### src/rtl/psram_pkg.sv
package psram_pkg;
  typedef enum logic [1:0] {ST_IDLE, ST_LAT, ST_DATA} bst_t;
  localparam int MODE_BIT = 15;
  localparam int WPOL_BIT = 10;
  localparam logic [15:0] CFG_RST = 16'h8400;
endpackage

### src/rtl/psram_lane_ram.sv
module psram_lane_ram #(
  parameter int AW = 4,
  parameter int W  = 8
) (
  input  logic          clk,
  input  logic          we,
  input  logic [AW-1:0] addr,
  input  logic [W-1:0]  wdata,
  output logic [W-1:0]  rdata
);
  localparam int DEPTH = 1 << AW;
  logic [W-1:0] mem [DEPTH];

  always_ff @(posedge clk) begin
    if (we) mem[addr] <= wdata;
    rdata <= mem[addr];
  end
endmodule

### src/rtl/psram_cfg_reg.sv
module psram_cfg_reg import psram_pkg::*; (
  input  logic        clk,
  input  logic        rst,
  input  logic        wr,
  input  logic [15:0] wdata,
  output logic [15:0] q
);
  always_ff @(posedge clk) begin
    if (rst)     q <= CFG_RST;
    else if (wr) q <= wdata;
  end

  assert_cfg_reset_R3: assert property (@(posedge clk) disable iff (rst)
    $past(rst) |-> q == CFG_RST);
endmodule

### src/rtl/psram_burst_ctrl.sv
module psram_burst_ctrl import psram_pkg::*; #(
  parameter int AW  = 4,
  parameter int LAT = 3
) (
  input  logic          clk,
  input  logic          rst,
  input  logic          burst_mode,
  input  logic          ce_n,
  input  logic          adv_n,
  input  logic          cre,
  input  logic          we_n,
  input  logic [AW-1:0] addr_in,
  output logic [AW-1:0] ptr,
  output logic          beat,
  output logic          beat_wr,
  output logic          in_lat,
  output logic          busy
);
  localparam int CW = $clog2(LAT + 1);

  bst_t          st;
  logic [CW-1:0] cnt;
  logic          dir_wr;
  logic          cap;

  assign cap     = !ce_n && !adv_n && !cre;
  assign beat    = !ce_n && !cap &&
                   ((st == ST_DATA) || (st == ST_LAT && cnt == CW'(LAT - 1)));
  assign beat_wr = beat && dir_wr;
  assign in_lat  = (st == ST_LAT);
  assign busy    = (st != ST_IDLE);

  always_ff @(posedge clk) begin
    if (rst) begin
      st     <= ST_IDLE;
      cnt    <= '0;
      ptr    <= '0;
      dir_wr <= 1'b0;
    end else if (ce_n) begin
      st <= ST_IDLE;
    end else if (cap) begin
      ptr <= addr_in;
      if (burst_mode) begin
        st     <= ST_LAT;
        cnt    <= '0;
        dir_wr <= !we_n;
      end
    end else if (beat) begin
      st  <= ST_DATA;
      ptr <= ptr + 1'b1;
    end else if (st == ST_LAT) begin
      cnt <= cnt + 1'b1;
    end
  end

  assert_ptr_step_R10: assert property (@(posedge clk) disable iff (rst)
    beat |=> ptr == AW'($past(ptr) + 1'b1));
  assert_lat_bound_R9: assert property (@(posedge clk) disable iff (rst)
    (st == ST_LAT) |-> cnt < CW'(LAT));
  assert_ce_end_R11: assert property (@(posedge clk) disable iff (rst)
    ce_n |=> st == ST_IDLE);
endmodule

### src/rtl/psram_mux_slave.sv
module psram_mux_slave import psram_pkg::*; #(
  parameter int AW  = 4,
  parameter int LAT = 3
) (
  input  logic        clk,
  input  logic        rst,
  input  logic        ce_n,
  input  logic        adv_n,
  input  logic        oe_n,
  input  logic        we_n,
  input  logic        cre,
  input  logic        ub_n,
  input  logic        lb_n,
  input  logic [15:0] adq_in,
  output logic [15:0] adq_out,
  output logic        adq_oe,
  output logic        wait_o
);
  localparam int NLANE = 2;

  logic [15:0]    cfg_q;
  logic [15:0]    mem_q;
  logic [AW-1:0]  ptr;
  logic           beat, beat_wr, in_lat, busy;
  logic           async_mode;
  logic           cfg_wr, cfg_rd, async_wr, async_rd;
  logic           oe_q, sel_cfg_q;
  logic [NLANE-1:0] be_n;

  assign async_mode = cfg_q[MODE_BIT];
  assign be_n       = {ub_n, lb_n};

  assign cfg_wr   = !ce_n && cre && !we_n && oe_n && !busy;
  assign cfg_rd   = !ce_n && cre && !oe_n && we_n && !busy;
  assign async_wr = async_mode && !ce_n && !cre && adv_n && !we_n;
  assign async_rd = async_mode && !ce_n && !cre && adv_n && we_n && !oe_n;

  psram_cfg_reg u_cfg (
    .clk(clk), .rst(rst), .wr(cfg_wr), .wdata(adq_in), .q(cfg_q)
  );

  psram_burst_ctrl #(.AW(AW), .LAT(LAT)) u_ctrl (
    .clk(clk), .rst(rst), .burst_mode(!async_mode), .ce_n(ce_n),
    .adv_n(adv_n), .cre(cre), .we_n(we_n), .addr_in(adq_in[AW-1:0]),
    .ptr(ptr), .beat(beat), .beat_wr(beat_wr), .in_lat(in_lat), .busy(busy)
  );

  for (genvar g = 0; g < NLANE; g++) begin : g_lane
    psram_lane_ram #(.AW(AW), .W(8)) u_ram (
      .clk(clk),
      .we((async_wr || beat_wr) && !be_n[g]),
      .addr(ptr),
      .wdata(adq_in[8*g +: 8]),
      .rdata(mem_q[8*g +: 8])
    );
  end

  always_ff @(posedge clk) begin
    if (rst) begin
      oe_q      <= 1'b0;
      sel_cfg_q <= 1'b0;
    end else begin
      oe_q      <= async_rd || cfg_rd || (beat && !beat_wr && !oe_n);
      sel_cfg_q <= cfg_rd;
    end
  end

  assign adq_oe  = oe_q;
  assign adq_out = oe_q ? (sel_cfg_q ? cfg_q : mem_q) : 16'h0000;
  assign wait_o  = cfg_q[WPOL_BIT] ? in_lat : !in_lat;

  assert_async_nowait_R1: assert property (@(posedge clk) disable iff (rst)
    async_mode |-> !busy);
  assert_standby_R11: assert property (@(posedge clk) disable iff (rst)
    ce_n |=> !adq_oe);
  assert_decode_excl_R5: assert property (@(posedge clk) disable iff (rst)
    $onehot0({cfg_wr, cfg_rd, async_wr, async_rd, beat}));
  assert_wr_quiet_R7: assert property (@(posedge clk) disable iff (rst)
    (beat_wr || async_wr) |=> !adq_oe);
endmodule

### config.mk
export PLATFORM = sky130hd
export DESIGN_NAME = psram_mux_slave
export DESIGN_NICKNAME = d
export VERILOG_FILES = /design/src/rtl/psram_pkg.sv /design/src/rtl/psram_lane_ram.sv /design/src/rtl/psram_cfg_reg.sv /design/src/rtl/psram_burst_ctrl.sv /design/src/rtl/psram_mux_slave.sv
export SDC_FILE = /design/constraint.sdc
export NUM_CORES = 1
export LEC_CHECK = 0
export ABC_AREA = 0
export ABC_CLOCK_PERIOD_IN_PS = 6020
export BUFFER_PORTS_ARGS = -buffer_cell sky130_fd_sc_hd__buf_2
export CAP_MARGIN = 0
export CORE_ASPECT_RATIO = 1.4
export CORE_MARGIN = 2
export CORE_UTILIZATION = 40
export CTS_CLUSTER_SIZE = 24
export DETAILED_ROUTE_END_ITERATION = 7
export PLACE_DENSITY = 0.62
export RECOVER_POWER = 25
export SLEW_MARGIN = 10
export SYNTH_ARGS = -nofsm -noshare
export SYNTH_HDL_FRONTEND = slang
export SYNTH_HIERARCHICAL = 1
export SYNTH_SLANG_ARGS = --single-unit
### constraint.sdc
create_clock -name clk -period 6.02 [get_ports clk]
set_input_delay 0.602 -clock clk [delete_from_list [all_inputs] [get_ports clk]]
set_output_delay 0.602 -clock clk [all_outputs]
set_load 0.02 [all_outputs]
==> flow_metrics.tcl <==
set metrics [dict create \
    outcome "finished, final reports clean" \
    cts_setup_buffers 0 \
    synth_edf_count 256 \
    finalSetupTns_ns 0 \
    tightest_slew_ns 1.25 \
    crit_buf_inv 1 \
    final_util 0.458 \
    num_rows 74 \
    place.gp.congestion 0.770 \
    cp_max_fo 8 \
    drc 0 \
    hold_path.class "primary input to register" \
    ir_drop_mv 0.268 \
    power.total_mw 4.47 \
    cp-start-kind "register" \
    ys_seq_area_frac 0.730 \
    clkPwrFrac 0.446 \
    grt_pass1_wl_um 37100 \
    syn_area_mm2 0.0117 \
    path_delay_family "simple AND/OR/NAND/NOR gates" \
    hpwl_um 15800 \
    cts.sinks 299 \
    worst_hold_slack_ns 0.320 \
    max-slew-margin-rel 0.164 \
    dpl_cell_area_mm2 0.0122 \
    cts-root-buf "clkbuf_16" \
    intPower_mw 3.57 \
    synthToLayoutAreaGrowth_pct 13.4 \
    portBuffers 42 \
    synthCells 625 \
    maxCapViolations 0 \
    clkSlewWorstSetupHoldPaths_ns 0.06 \
    num_antenna_cells 0 \
    initial_utilization 0.404 \
    crit_path_max_incr_delay_ns 0.88 \
    layout.cells.non_filler 1071 \
    layout_common_cells "edfxtp_1, mux4_2, nor2_1" \
    p_leak_nw 4.16 \
    postLayoutCellArea_mm2 0.0133 \
    final_nets 696 \
    period_share 0.567 \
    clock_latency_ns 0.54 \
    crit_chain "inv_1 > ha_1 > nand3b_4 > a211oi_2 > and2_1 > a31oi_1 > nor2_1 > or3b_2 > nor3_1" \
    crit_slowest_cell "nor3_1" \
    ys_ff_latch 299 \
    worst-setup-path-type "register to register" \
    setup_slack_ns 2.60 \
    met3_usage 0.0221 \
    cts_resized 0 \
    first_pass_iters 5 \
    die_w_um 149 \
    use_met1 0.207 \
    worst-endpoint-arrival_ns 3.56 \
    postSynth.asyncResetShare 0 \
    yosysWarnings 6 \
    synth_ff_type "edfxtp_1" \
    hold_viol_final 0 \
    cts_max_level 1 \
    max_freq_mhz 293 \
    p_seq_frac 0.512 \
    top_usage_layer "met2" \
    syn_area_per_cell_um2 18.7 \
    core_mm2 0.0290 \
    drt-initial-drc-count 497 \
    globalRouteOverflowTotal 0 \
    drive_gt1_frac 0.233 \
    swShare 0.202 \
    grtUsageMet2 0.281 \
    die_area_mm2 0.0307 \
    skew_ns 0.00930 \
    grt_usage 0.161 \
    rsz0062_at_grt "no" \
    grt_pass1_vias 6028 \
    io_pins 43 \
    vias_per_cell 5.34 \
    cts_tree "yes" \
    final_antenna_net_count 0 \
    die_h_um 206 \
    mostFrequentLayoutCell "edfxtp_1" \
    synth_nets 652 \
    pwr-share-comb 0.042 \
    yosysUniqueCellTypes 45 \
    avgRoutedWirePerCell_um 22.7 \
    setup_viol 0 \
    end_kind "register" \
    period_needed_ns 3.42 \
    slew_viol_final 0 \
    antenna_found_initial 1 \
    wirelength_um 24300 \
    clock_path_buffers 3 \
    cts_hold_buf 0 \
    worstPathRequired_ns 6.17 \
    grt_max_degree 57 \
    dp_cells 1018 \
    p_per_area_mw_per_mm2 337 \
    vias 5721 \
    p_sw_uw 901 \
    place_ws_ns 2.39 \
    cts_buffers 29 \
]
## state kept, by name, indices dropped and copies added, names as in the netlist
signal and flops:
u_ctrl/dir_wr 1, sel_cfg_q 1, u_ctrl/ptr 4, u_ctrl/st 2, u_cfg/q 16, adq_oe 1, g_lane.u_ram/mem 256, u_ctrl/cnt 2
g_lane.u_ram/rdata 16
## final timing paths
path / from / endpoint / slack (ns) / cells after the start
worst max-delay path: u_ctrl/cnt[0] / g_lane[1].u_ram/mem[0][6] / 2.60 / 9
worst min-delay path: we_n / u_ctrl/dir_wr / 0.32 / 2
worst max register to register: u_ctrl/cnt[0] / g_lane[1].u_ram/mem[0][6] / 2.60 / 9
worst min register to register: u_ctrl/cnt[0] / u_ctrl/cnt[0] / 0.49 / 2
## power by group through the flow
stage                     Clock [mW]  Sequential (mW)  Combinational, mW
after CTS                       2.03             2.29              0.192
after global placement             0             2.33              0.186
after global routing            2.12             2.29              0.203
after floorplan                    0             2.31              0.129
after detailed placement           0             2.33              0.191
final                           1.99             2.29              0.188
## logic make-up (layout without fill, tap and decap cells)
| family | count (synthesis) | after routing | synth area share |
|---|---|---|---|
| DFF | 299 | 299 | 0.730 |
| and+or+nand+nor | 140 | 140 | 0.0629 |
| muxes | 95 | 95 | 0.150 |
| AOI/OAI and AO/OA | 54 | 54 | 0.0351 |
| buffers and inverters | 33 | 99 | 0.0183 |
| adders and majority gates | 2 | 2 | 0.00214 |
| xor gates and xnor gates | 2 | 2 | 0.00150 |
## metal layers
| layer | vias up | part of all wire |
|---|---|---|
| met5 | - | 0 |
| met1 | 2923 | 0.41 |
| li1 | 2584 | - |
| met2 | 169 | 0.52 |
| met4 | 0 | 0.033 |
| met3 | 45 | 0.046 |
## area by class of cell
type,count,area (µm²)
clock inverter,17,293
inverter,2,7.51
sequential,299,8560
multi-input combinational,293,2950
timing repair buffer,44,211
clock buffer,36,782
tap,380,475
fill,2451,15700
## cell usage after synthesis, types with 5 or more instances
| library cell | instances | area share |
|---|---|---|
| nand3b_1 | 6 | 0.0038 |
| a21oi_1 | 9 | 0.0038 |
| nand2b_1 | 6 | 0.0032 |
| dfxtp_1 | 43 | 0.074 |
| buf_1 | 9 | 0.0029 |
| edfxtp_1 | 256 | 0.66 |
| nor3_1 | 11 | 0.0047 |
| buf_6 | 6 | 0.0058 |
| clkbuf_1 | 6 | 0.0019 |
| nand2_1 | 25 | 0.0080 |
| nor2_1 | 49 | 0.016 |
| buf_2 | 5 | 0.0021 |
| mux2i_1 | 31 | 0.027 |
| nor2b_1 | 24 | 0.013 |
| a22oi_1 | 32 | 0.021 |
| mux4_2 | 64 | 0.12 |
Power figures use the tool's default switching activity.
